===== config.mk =====
export PLATFORM = sky130hd
export DESIGN_NAME = relidx_sparse_enc
export DESIGN_NICKNAME = d
export VERILOG_FILES = /design/src/rtl/relidx_pkg.sv /design/src/rtl/relidx_gap_track.sv /design/src/rtl/relidx_out_stage.sv /design/src/rtl/relidx_col_count.sv /design/src/rtl/relidx_sparse_enc.sv
export SDC_FILE = /design/constraint.sdc
export NUM_CORES = 1
export LEC_CHECK = 0
export BUFFER_PORTS_ARGS = -buffer_cell sky130_fd_sc_hd__buf_2
export CORE_MARGIN = 8
export CORE_UTILIZATION = 32
export CTS_BUF_LIST = sky130_fd_sc_hd__clkbuf_16
export DETAILED_ROUTE_END_ITERATION = 8
export PLACE_DENSITY = 0.61
export SLEW_MARGIN = 20
export SYNTH_ARGS = -nofsm -noshare
export SYNTH_HDL_FRONTEND = slang
export SYNTH_SLANG_ARGS = --single-unit

===== constraint.sdc =====
create_clock -name clk -period 3.1 [get_ports clk]
set_clock_uncertainty 0.1 [all_clocks]
set_input_delay 0.31 -clock clk [delete_from_list [all_inputs] [get_ports clk]]
set_output_delay 0.31 -clock clk [all_outputs]
set_load 0.02 [all_outputs]

===== src/rtl/relidx_pkg.sv =====
package relidx_pkg;
  typedef enum logic [1:0] {
    ACT_SKIP = 2'd0,
    ACT_DATA = 2'd1,
    ACT_FILL = 2'd2
  } enc_act_t;
endpackage


===== src/rtl/relidx_gap_track.sv =====
module relidx_gap_track
  import relidx_pkg::*;
#(
  parameter int IDX_W  = 4,
  parameter int CODE_W = 4
) (
  input  logic              clk,
  input  logic              rst_n,
  input  logic              step,
  input  logic [CODE_W-1:0] code,
  input  logic              last,
  output enc_act_t          act,
  output logic [IDX_W-1:0]  rel
);
  localparam logic [IDX_W-1:0] GAP_MAX = {IDX_W{1'b1}};

  logic [IDX_W-1:0] gap_q;

  always_comb begin
    if (code != '0)          act = ACT_DATA;
    else if (gap_q == GAP_MAX) act = ACT_FILL;
    else                     act = ACT_SKIP;
  end

  assign rel = gap_q;

  always_ff @(posedge clk or negedge rst_n) begin
    if (!rst_n) begin
      gap_q <= '0;
    end else if (step) begin
      if (last || act != ACT_SKIP) gap_q <= '0;
      else                         gap_q <= gap_q + 1'b1;
    end
  end
endmodule


===== src/rtl/relidx_out_stage.sv =====
module relidx_out_stage #(
  parameter int IDX_W  = 4,
  parameter int CODE_W = 4
) (
  input  logic              clk,
  input  logic              rst_n,
  input  logic              load,
  input  logic [IDX_W-1:0]  rel_in,
  input  logic [CODE_W-1:0] code_in,
  output logic              can_take,
  output logic              out_valid,
  input  logic              out_ready,
  output logic [IDX_W-1:0]  out_rel,
  output logic [CODE_W-1:0] out_code
);
  assign can_take = !out_valid || out_ready;

  always_ff @(posedge clk or negedge rst_n) begin
    if (!rst_n) begin
      out_valid <= 1'b0;
      out_rel   <= '0;
      out_code  <= '0;
    end else if (load) begin
      out_valid <= 1'b1;
      out_rel   <= rel_in;
      out_code  <= code_in;
    end else if (out_ready) begin
      out_valid <= 1'b0;
    end
  end
endmodule


===== src/rtl/relidx_col_count.sv =====
module relidx_col_count #(
  parameter int CNT_W = 16
) (
  input  logic             clk,
  input  logic             rst_n,
  input  logic             step,
  input  logic             emit,
  input  logic             last,
  output logic             cnt_valid,
  output logic [CNT_W-1:0] cnt_value
);
  logic [CNT_W-1:0] run_q;
  logic [CNT_W-1:0] run_nx;

  assign run_nx = emit ? run_q + 1'b1 : run_q;

  always_ff @(posedge clk or negedge rst_n) begin
    if (!rst_n) begin
      run_q     <= '0;
      cnt_valid <= 1'b0;
      cnt_value <= '0;
    end else begin
      cnt_valid <= step && last;
      if (step) begin
        if (last) begin
          cnt_value <= run_nx;
          run_q     <= '0;
        end else begin
          run_q <= run_nx;
        end
      end
    end
  end
endmodule


===== src/rtl/relidx_sparse_enc.sv =====
module relidx_sparse_enc
  import relidx_pkg::*;
#(
  parameter int IDX_W  = 4,
  parameter int CODE_W = 4,
  parameter int CNT_W  = 16
) (
  input  logic              clk,
  input  logic              rst_n,
  input  logic              in_valid,
  output logic              in_ready,
  input  logic [CODE_W-1:0] in_code,
  input  logic              in_last,
  output logic              out_valid,
  input  logic              out_ready,
  output logic [IDX_W-1:0]  out_rel,
  output logic [CODE_W-1:0] out_code,
  output logic              cnt_valid,
  output logic [CNT_W-1:0]  cnt_value
);
  enc_act_t         act;
  logic [IDX_W-1:0] gap_rel;
  logic             step;
  logic             emit;

  assign step = in_valid && in_ready;
  assign emit = (act != ACT_SKIP);

  relidx_gap_track #(.IDX_W(IDX_W), .CODE_W(CODE_W)) gap_i (
    .clk(clk), .rst_n(rst_n), .step(step), .code(in_code),
    .last(in_last), .act(act), .rel(gap_rel)
  );

  relidx_out_stage #(.IDX_W(IDX_W), .CODE_W(CODE_W)) ost_i (
    .clk(clk), .rst_n(rst_n), .load(step && emit),
    .rel_in(gap_rel), .code_in(in_code), .can_take(in_ready),
    .out_valid(out_valid), .out_ready(out_ready),
    .out_rel(out_rel), .out_code(out_code)
  );

  relidx_col_count #(.CNT_W(CNT_W)) cnt_i (
    .clk(clk), .rst_n(rst_n), .step(step), .emit(emit),
    .last(in_last), .cnt_valid(cnt_valid), .cnt_value(cnt_value)
  );
endmodule


==> results.md <==
- Post-CTS sizing: 0
- Final hold violation count: 0
- DR vias/cell: 5.06
- Class of the worst hold path: input pin to flip-flop
- Simple-Gate Fraction of Synth Area: 0.228
- Share of cells above drive strength 1: 0.217
- Routed metal-1 wirelength: 2780 um
- CP endpoint kind: flip-flop
- Worst Path Arrival: 2.24 ns
- Startpoint types: flip-flop
- Peak fanout along the critical path: 13
- Inserted Clock Buffers: 5
- Final WS setup: 0.981 ns
- Nets@finish: 286
- Top Metal Used: met4
- Synthesized area per cell: 9.97 um2
- Measured slew at the worst slew-check pin: 0.601 ns
- Largest family of logic cells by synthesized area: simple AND/OR/NAND/NOR gates
- Slew headroom: 0.598
- Max-slew violations: 0
- Clk root buf: clkbuf_16
- Wirelength per Cell: 14.6 um
- Horiz. Die Dim: 103 um
- Max Cap Viol: 0
- Max Freq: 0.472 GHz
- Reg clk slew, reported paths: 0.06 ns
- Mapped cell area: 2440 um2
- TritonRoute pass-1 iters: 4
- Sequential area share after synthesis: 0.471
- Lkg Pwr: 1.19 nW
- CP Class: flip-flop to flip-flop
- Routed vias: 1,913
- H-tree Lvls: 2
- EDFF count, synth: 0
- TritonCTS Sinks: 46
- Largest net degree at the start of global routing: 47
- Synth cell types: 53
- Routed WL: 5510 um
- Register area: 1150 um2
- Ys flop type: dfrtp_1
- Xor/xnor cell area share of the yosys netlist: 0.0394
- Most frequent cells in the layout: dfrtp_1 (46), buf_2 (34), nand2_1 (32)
- Met2 WL: 2410 um
- Pwr/cell area: 611 nW/um2
- Die Y: 103 um
- Drc violations: 0
- Synth Area in Compound Gates: 0.187
- Tmin final: 2.12 ns
- First-pass GRT wire length: 9360 um
- Area Overhead vs Synth: 16.3%
- GR Overflow Total: 0
- Clk Latency, worst-skew pair: 0.28 ns
- Commonest non-fill, non-tap cell in the layout: dfrtp_1
- Post-route ant nets: 0
- Post-route clock period utilization: 0.684
- Clock Path Buffers: 2
- Placer Congestion: 0.783
- FILL cells: 758
- Vias in the first global route: 1,824
- DR WL met3: 263 um
- Post-synthesis async set-or-reset flop share: 1.00
- Mux cell area share after synthesis: 0.0272
- Place WS: 0.873 ns
- RSZ-0062 raised after global routing: no
- Area occupied by multi-input gates: 1200 um2
- Number of register bits inferred by synthesis: 46
- Setup TNS: 0 ns
- CP Data Required Time: 3.22 ns
- Worst IR Drop VDD: 0.000314 V
- All-layer global routing usage: 0.111
- Initial Utilization: 0.323
- Post-synthesis adder-cell area fraction: 0.0102
- Die area: 10,700 um2
- CORE AREA: 7570 um2
- Syn_nets: 256
- Synth Warn #: 0
- Post-Syn Instances: 245
- # rows: 32
- Port Buffers: 35
- Status: complete, no violations
- DRT iter0 DRCs: 63
- Initial antenna violation count: 0
- Dpl hpwl: 3810 um
- ANT cells: 0
- TritonCTS clock tree: done
- Setup violators final: 0
- IO Pins: 36
==> routing by layer <==
layer | vias to the layer above | GRT usage
li1 | 956 | -
met1 | 911 | 0.156
met2 | 41 | 0.164
met3 | 5 | 0.0261
met4 | 0 | 0.0345
met5 | - | 0
==> cells by family (layout without fill, tap and decap cells) <==
kind of cell             Yosys count  after routing
AO/OA/AOI/OAI                     58             58
XOR/XNOR                          11             11
adder cells (fa/ha/maj)            2              2
buffers and inverters             19             50
flip-flops                        46             46
multiplexers                       6              6
AND/OR/NAND/NOR                  103            103
==> final timing paths <==
| path | from | endpoint | cells after the start | slack, ns |
|---|---|---|---|---|
| hold / removal | in_code[1] | ost_i.out_code[1]$_DFFE_PN0P_ | 3 | 0.17 |
| setup reg to reg | gap_i.rel[0]$_DFFE_PN0N_ | cnt_i.run_q[13]$_DFFE_PN0N_ | 5 | 0.98 |
| min in group asynchronous | rst_n | cnt_i.cnt_value[11]$_DFFE_PN0P_ | 2 | 0.47 |
| hold reg to reg | ost_i.out_code[3]$_DFFE_PN0P_ | ost_i.out_code[3]$_DFFE_PN0P_ | 2 | 0.38 |
| setup / recovery | gap_i.rel[0]$_DFFE_PN0N_ | cnt_i.run_q[13]$_DFFE_PN0N_ | 5 | 0.98 |
| max in group asynchronous | rst_n | cnt_i.run_q[1]$_DFFE_PN0N_ | 2 | 2.04 |
==> through the flow <==
stage | hold WS (ns) | area, um2 | util | std cells | total power [mW]
finish | 0.167 | 2840 | 0.375 | 378 | 1.73
global route | 0.179 | 2840 | 0.375 | 378 | 1.84
CTS | 0.148 | 2830 | 0.374 | 377 | 1.76
detailed placement | 0.361 | 2690 | 0.355 | 369 | 1.24
global placement | 0.360 | 2690 | 0.355 | 369 | 1.22
floorplan | -0.0856 | 2440 | - | 245 | 1.09
==> power breakdown <==
part / internal, mW / switching [mW]
Clock: 0.295 / 0.221
Sequential: 0.711 / 0.112
Combinational: 0.155 / 0.241
==> Yosys cell counts, types with 3 or more instances <==
master    count  area (um2)
nand3_1      10        50.1
nor2_1       21        78.8
dfrtp_1      46        1150
xnor2_1       7        61.3
xor2_1        4        35.0
nand2_1      32         120
clkbuf_1      8        30.0
o21ai_0      14        70.1
a22o_1        4        35.0
nand3b_1      4        30.0
a21oi_1      13        65.1
a211o_1       4        35.0
or4_1         7        52.6
mux2_2        5        56.3
nor3_1        3        15.0
inv_1         4        15.0
nor2b_1       6        37.5
a31oi_1       4        25.0
or3_1         3        18.8
==> sequential cells by signal, summed over array words and instances, names as in the netlist <==
signal and cells:
ost_i.out_valid 1, ost_i.out_code 4, cnt_i.cnt_value 16, cnt_i.cnt_valid 1
gap_i.rel 4, cnt_i.run_q 16, ost_i.out_rel 4
==> critical path, stage by stage (launching register included) <==
cell	delay, ns
dfrtp_1	0.40
ha_1	0.27
nand3_4	0.23
a211o_4	0.45
or4_1	0.50
nand3_1	0.10
==> what timing repair did <==
action | 4_1_cts | 5_1_grt
buffers inserted | 0 | 0
hold endpoints to repair | 0 | 39
hold buffers | 0 | 1
==> cell type report <==
cell class	instances	share of cell area
clock inverters	3	0.00573
inverters	4	0.00529
repair buffers	38	0.0714
multi-input cells	180	0.423
well taps	102	0.0449
flip-flops and latches	46	0.405
clock buffers	5	0.0441
(Power assumes the default switching activity.)
